--- config.mk ---
export PLATFORM = sky130hd
export DESIGN_NAME = irq_edge_ctrl
export DESIGN_NICKNAME = d
export VERILOG_FILES = /design/src/rtl/irq_agg_pkg.sv /design/src/rtl/irq_rst_sync.sv /design/src/rtl/irq_src_edge.sv /design/src/rtl/irq_status_reg.sv /design/src/rtl/irq_notify.sv /design/src/rtl/irq_edge_ctrl.sv
export SDC_FILE = /design/constraint.sdc
export NUM_CORES = 1
export LEC_CHECK = 0
export BUFFER_PORTS_ARGS = -buffer_cell sky130_fd_sc_hd__buf_2
export CORE_ASPECT_RATIO = 0.6
export CORE_MARGIN = 2
export CORE_UTILIZATION = 45
export CTS_BUF_LIST = sky130_fd_sc_hd__clkbuf_8
export DETAILED_ROUTE_END_ITERATION = 10
export MAX_ROUTING_LAYER = met4
export PLACE_DENSITY_LB_ADDON = 0.3
export SYNTH_ARGS = -nofsm -noshare
export SYNTH_HDL_FRONTEND = slang
export SYNTH_SLANG_ARGS = --single-unit
--- constraint.sdc ---
create_clock -name clk -period 1 [get_ports clk]
set_input_delay 0.1 -clock clk [delete_from_list [all_inputs] [get_ports clk]]
set_output_delay 0.1 -clock clk [all_outputs]
set_load 0.01 [all_outputs]
--- src/rtl/irq_agg_pkg.sv ---
package irq_agg_pkg;
  parameter int unsigned IRQ_SRC_COUNT   = 6;
  parameter int unsigned IRQ_SYNC_STAGES = 2;
endpackage

--- src/rtl/irq_rst_sync.sv ---
module irq_rst_sync #(
  parameter int unsigned STAGES = 2
) (
  input  logic clk,
  input  logic arst_n,
  output logic rst_n_o
);
  logic [STAGES-1:0] chain_q;
  logic [STAGES-1:0] chain_d;

  always_comb begin
    chain_d = {chain_q[STAGES-2:0], 1'b1};
  end

  always_ff @(posedge clk or negedge arst_n) begin
    if (!arst_n) chain_q <= '0;
    else         chain_q <= chain_d;
  end

  assign rst_n_o = chain_q[STAGES-1];
endmodule

--- src/rtl/irq_src_edge.sv ---
module irq_src_edge #(
  parameter int unsigned SYNC_STAGES = irq_agg_pkg::IRQ_SYNC_STAGES
) (
  input  logic clk,
  input  logic rst_n,
  input  logic src_i,
  output logic rise_o
);
  localparam int unsigned DEPTH = SYNC_STAGES + 1;

  logic [DEPTH-1:0] samp_q;
  logic [DEPTH-1:0] samp_d;

  always_comb begin
    samp_d = {samp_q[DEPTH-2:0], src_i};
  end

  always_ff @(posedge clk or negedge rst_n) begin
    if (!rst_n) samp_q <= '0;
    else        samp_q <= samp_d;
  end

  assign rise_o = samp_q[SYNC_STAGES-1] & ~samp_q[SYNC_STAGES];
endmodule

--- src/rtl/irq_status_reg.sv ---
module irq_status_reg #(
  parameter int unsigned NSRC = irq_agg_pkg::IRQ_SRC_COUNT
) (
  input  logic            clk,
  input  logic            rst_n,
  input  logic [NSRC-1:0] rise_i,
  input  logic            we_i,
  input  logic [NSRC-1:0] wdata_i,
  output logic [NSRC-1:0] status_o
);
  logic [NSRC-1:0] en_q, en_d;
  logic [NSRC-1:0] stat_q, stat_d;

  always_comb begin
    en_d = we_i ? wdata_i : en_q;
    // a disable in the same cycle as an edge clears the bit
    stat_d = (stat_q | (rise_i & en_q)) & en_d;
  end

  always_ff @(posedge clk or negedge rst_n) begin
    if (!rst_n)    en_q <= '0;
    else if (we_i) en_q <= en_d;
  end

  always_ff @(posedge clk or negedge rst_n) begin
    if (!rst_n) stat_q <= '0;
    else        stat_q <= stat_d;
  end

  assign status_o = stat_q;

  AST_SET_NEEDS_ENABLE: assert property (@(posedge clk) disable iff (!rst_n)
    ((stat_q & ~$past(stat_q) & ~$past(en_q)) == '0));
  AST_DISABLE_CLEARS: assert property (@(posedge clk) disable iff (!rst_n)
    we_i |=> ((stat_q & ~$past(wdata_i)) == '0));
  AST_STICKY_WHILE_ENABLED: assert property (@(posedge clk) disable iff (!rst_n)
    !we_i |=> ((~stat_q & $past(stat_q)) == '0));
endmodule

--- src/rtl/irq_notify.sv ---
module irq_notify #(
  parameter int unsigned NSRC = irq_agg_pkg::IRQ_SRC_COUNT
) (
  input  logic            clk,
  input  logic            rst_n,
  input  logic [NSRC-1:0] status_i,
  output logic            pulse_o,
  output logic            level_o
);
  logic any_set;
  logic nz_q, nz_d;
  logic pulse_q, pulse_d;

  always_comb begin
    any_set = |status_i;
    nz_d    = any_set;
    pulse_d = any_set & ~nz_q;
  end

  always_ff @(posedge clk or negedge rst_n) begin
    if (!rst_n) begin
      nz_q    <= 1'b0;
      pulse_q <= 1'b0;
    end else begin
      nz_q    <= nz_d;
      pulse_q <= pulse_d;
    end
  end

  assign pulse_o = pulse_q;
  assign level_o = nz_q;

  AST_PULSE_SINGLE: assert property (@(posedge clk) disable iff (!rst_n)
    pulse_q |=> !pulse_q);
  AST_LEVEL_RISE_PULSES: assert property (@(posedge clk) disable iff (!rst_n)
    $rose(nz_q) |-> pulse_q);
  AST_PULSE_ONLY_FROM_ZERO: assert property (@(posedge clk) disable iff (!rst_n)
    pulse_q |-> !$past(nz_q));
  AST_LEVEL_FOLLOWS: assert property (@(posedge clk) disable iff (!rst_n)
    (status_i != '0) |=> level_o);
endmodule

--- src/rtl/irq_edge_ctrl.sv ---
module irq_edge_ctrl #(
  parameter int unsigned NSRC        = irq_agg_pkg::IRQ_SRC_COUNT,
  parameter int unsigned SYNC_STAGES = irq_agg_pkg::IRQ_SYNC_STAGES
) (
  input  logic            clk,
  input  logic            rst_n,
  input  logic            mask_we,
  input  logic [NSRC-1:0] mask_wdata,
  input  logic [NSRC-1:0] src_in,
  output logic [NSRC-1:0] status_o,
  output logic            irq_pulse_o,
  output logic            irq_level_o
);
  logic            rst_sn;
  logic [NSRC-1:0] rise;

  irq_rst_sync #(.STAGES(2)) u_rst (
    .clk(clk), .arst_n(rst_n), .rst_n_o(rst_sn)
  );

  for (genvar i = 0; i < NSRC; i++) begin : g_src
    irq_src_edge #(.SYNC_STAGES(SYNC_STAGES)) u_edge (
      .clk(clk), .rst_n(rst_sn), .src_i(src_in[i]), .rise_o(rise[i])
    );
  end

  irq_status_reg #(.NSRC(NSRC)) u_stat (
    .clk(clk), .rst_n(rst_sn), .rise_i(rise), .we_i(mask_we),
    .wdata_i(mask_wdata), .status_o(status_o)
  );

  irq_notify #(.NSRC(NSRC)) u_ntf (
    .clk(clk), .rst_n(rst_sn), .status_i(status_o),
    .pulse_o(irq_pulse_o), .level_o(irq_level_o)
  );

  AST_RESET_QUIET: assert property (@(posedge clk)
    !rst_sn |=> (status_o == '0 && !irq_pulse_o));
endmodule

==> impl_metrics.ini <==
[power_and_ir_drop]
power_mw = 2.78
p_leak_nw = 0.720
power_density_nw_per_um2 = 1970
vdd.ir_drop.worst_v = 0.00103

[outcome]
violations = negative setup slack
status = finished, violations left

[critical_path]
cp.required_ns = 0.90
crit_chain = buf_6 -> buf_6
r2r_slack_ns = 0.03
crit-reg2reg-capture = u_ntf.pulse_o$_DFF_PN0_
critPathMaxStageDelay_ns = 0.41
cp-start-kind = flip-flop
cp-end-kind = output port
r2r-start = u_stat.status_o[3]$_DFF_PN0_
cp_common_cell = buf_6
path_max_fanout = 2
r2r_cells = 2
critical-path-slowest-cell = dfrtp_1
crit_arrival_ns = 0.92
path_class = reg -> out

[floorplanning]
chipWidth_um = 67.0
die_area_um2 = 2800
start_util = 0.485
core.rowCount = 13
ios = 23
fp.dieH_um = 41.8
coreArea_um2 = 2210

[clocking]
clkLatencyLatePin_ns = 0.28
cts_sinks = 34
cts.path.max_buffers = 2
cts_buffers = 5
cts.htree.levels = 2
cts_tree = done
postCtsSetupBuffers = 0
clk_pin_slew_ns = 0.06
cts_root_buf = clkbuf_8

[grt]
antenna_found_initial = 0
grt_overflow = 0
grt_util_all_layers = 0.145
grt_pass1_vias = 574
grt_first_pass_wirelength_mm = 2.63
grt_max_degree = 25

[final_layout]
layout.cells.non_filler = 126
n_antenna_cell = 0
drive_above_1_share = 0.406
area_delta_synth_final_pct = 32.0
fin_area_um2 = 1420
layout.nets = 110

[yosys]
ys_seq_area_frac = 0.793
synth_edf_count = 0
yosysWarnings = 0
synth.area.top_cells = dfrtp_1, mux2_4, and3b_1
synth_cells = 58
ys_seq_elements = 34
synth_ff_type = dfrtp_1
syn_avg_cell_area_um2 = 18.5
synthArstFlopShare = 1.00
synth.most_common_cell = dfrtp_1
yosysTopAreaCell = dfrtp_1
synthesis.nets = 73
synth_commonest_cells = dfrtp_1, and3b_1, mux2_4, o21a_1
yosys.area.top_type_share = 0.793
yosysUniqueCellTypes = 10
synth_area_um2 = 1070

[worst_hold_path]
hp-class = in -> reg
whs_path_depth = 2
hold_start = mask_wdata[4]
whs_endpoint = u_stat.en_q[4]$_DFFE_PN0P_

[timing]
clock_skew_ns = 0.00261
rsz0062_at_grt = yes
setup-violations-final = 1
maxSlewViolCount = 0
holdWs_ns = 0.0584
timing.final.crit_share = 1.02
min_period_ns = 1.02
setup_ws_ns = -0.0229
max_freq_mhz = 978
finalHoldViolCount = 0

[placement]
gp_congestion = 0.684
dpl-instance-area_um2 = 1240
io_buffers = 22
dp.cells = 111
hpwlAfterDp_mm = 1.13
pre_cts_ws_ns = -0.0330

[route]
dr.pass1.iters = 2
drtIter0Drc = 9
postRouteWirelength_mm = 1.59
ant_nets = 0
wl_per_cell_um = 12.6
vias_per_cell = 4.43
dr_total_vias = 558
drc = 0

[job]
max_cap_viol_count = 0
## report_power, final
group	switching, mW	leakage (nW)	total (mW)	internal, mW
registers	0.0534	0.408	1.53	1.48
clock network	0.450	0.0524	0.994	0.544
logic	0.106	0.260	0.255	0.150
## sequential cells by signal, indices dropped and copies added, names as in the netlist
name	flops
u_ntf.pulse_o	1
u_rst.chain_q	2
u_stat.status_o	6
u_ntf.level_o	1
g_src.u_edge.samp_q	18
u_stat.en_q	6
## kinds of logic after synthesis
logic type / Yosys count / synth area share
AO/OA/AOI/OAI: 7 / 0.0467
multiplexers: 6 / 0.0840
AND/OR/NAND/NOR: 9 / 0.0618
flip-flops: 34 / 0.793
buffers and inverters: 1 / 0.0105
other: 1 / 0.00350
## layout by cell type, fill, tap and decap left out
| cell | netlist | layout |
|---|---|---|
| clkbuf_8 | 0 | 6 |
| o21a_1 | 6 | 6 |
| clkinv_2 | 0 | 1 |
| dfrtp_2 | 0 | 1 |
| nand2_1 | 1 | 1 |
| conb_1 | 1 | 1 |
| dfrtp_1 | 34 | 33 |
| buf_12 | 0 | 1 |
| buf_6 | 1 | 2 |
| a21oi_1 | 1 | 1 |
| nor2_1 | 1 | 1 |
| dlygate4sd3_1 | 0 | 7 |
| nor4_2 | 0 | 1 |
| and3b_1 | 6 | 6 |
| mux2_4 | 6 | 6 |
| inv_1 | 0 | 1 |
| buf_2 | 0 | 21 |
## what timing repair did
| action | in CTS | in global routing |
|---|---|---|
| resized for setup | 3 | 0 |
| hold buffers | 7 | 0 |
| hold endpoints to repair | 8 | 0 |
| endpoints found under the setup margin | 3 | 3 |
## stage by stage
stage	utilization	setup TNS, ns
floorplan	-	0
global placement	0.559	0
detailed placement	0.559	-0.0498
CTS	0.640	-0.0275
global route	0.640	-0.155
finish	0.640	-0.0229
## how the worst max path moves through the flow
stage,start,slack [ns],to
after detailed placement,u_stat.status_o[3]$_DFF_PN0_,-0.03,u_ntf.pulse_o$_DFF_PN0_
after global placement,u_stat.status_o[2]$_DFF_PN0_,0.07,u_ntf.pulse_o$_DFF_PN0_
after floorplan,u_stat.status_o[3]$_DFF_PN0_,0.03,u_ntf.pulse_o$_DFF_PN0_
after CTS,u_stat.status_o[3]$_DFF_PN0_,-0.03,status_o[3]
after global routing,u_stat.status_o[3]$_DFF_PN0_,-0.06,u_ntf.pulse_o$_DFF_PN0_
final,u_stat.status_o[3]$_DFF_PN0_,-0.02,status_o[3]
## per-layer routing
| layer | share of wire | GRT usage | up-vias |
|---|---|---|---|
| met5 | 0 | - | - |
| met4 | 0.014 | 0.0735 | 0 |
| met3 | 0.084 | 0.0921 | 4 |
| met2 | 0.43 | 0.194 | 17 |
| met1 | 0.47 | 0.169 | 270 |
| li1 | - | - | 267 |
## area by class of cell
cell class              instances  area [um2]
clock buffers                   6        82.6
flip-flops and latches         34         852
clock inverters                 2        8.76
repair buffers                 31         218
fillers                       180         797
multi-input cells              23         216
well taps                      30        37.5
## worst max-delay path: cells and delay by family (launching register included)
| kind | cells | cell delay (ns) |
|---|---|---|
| buf+inv | 2 | 0.24 |
| flops | 1 | 0.41 |
Power figures use the tool's default switching activity.
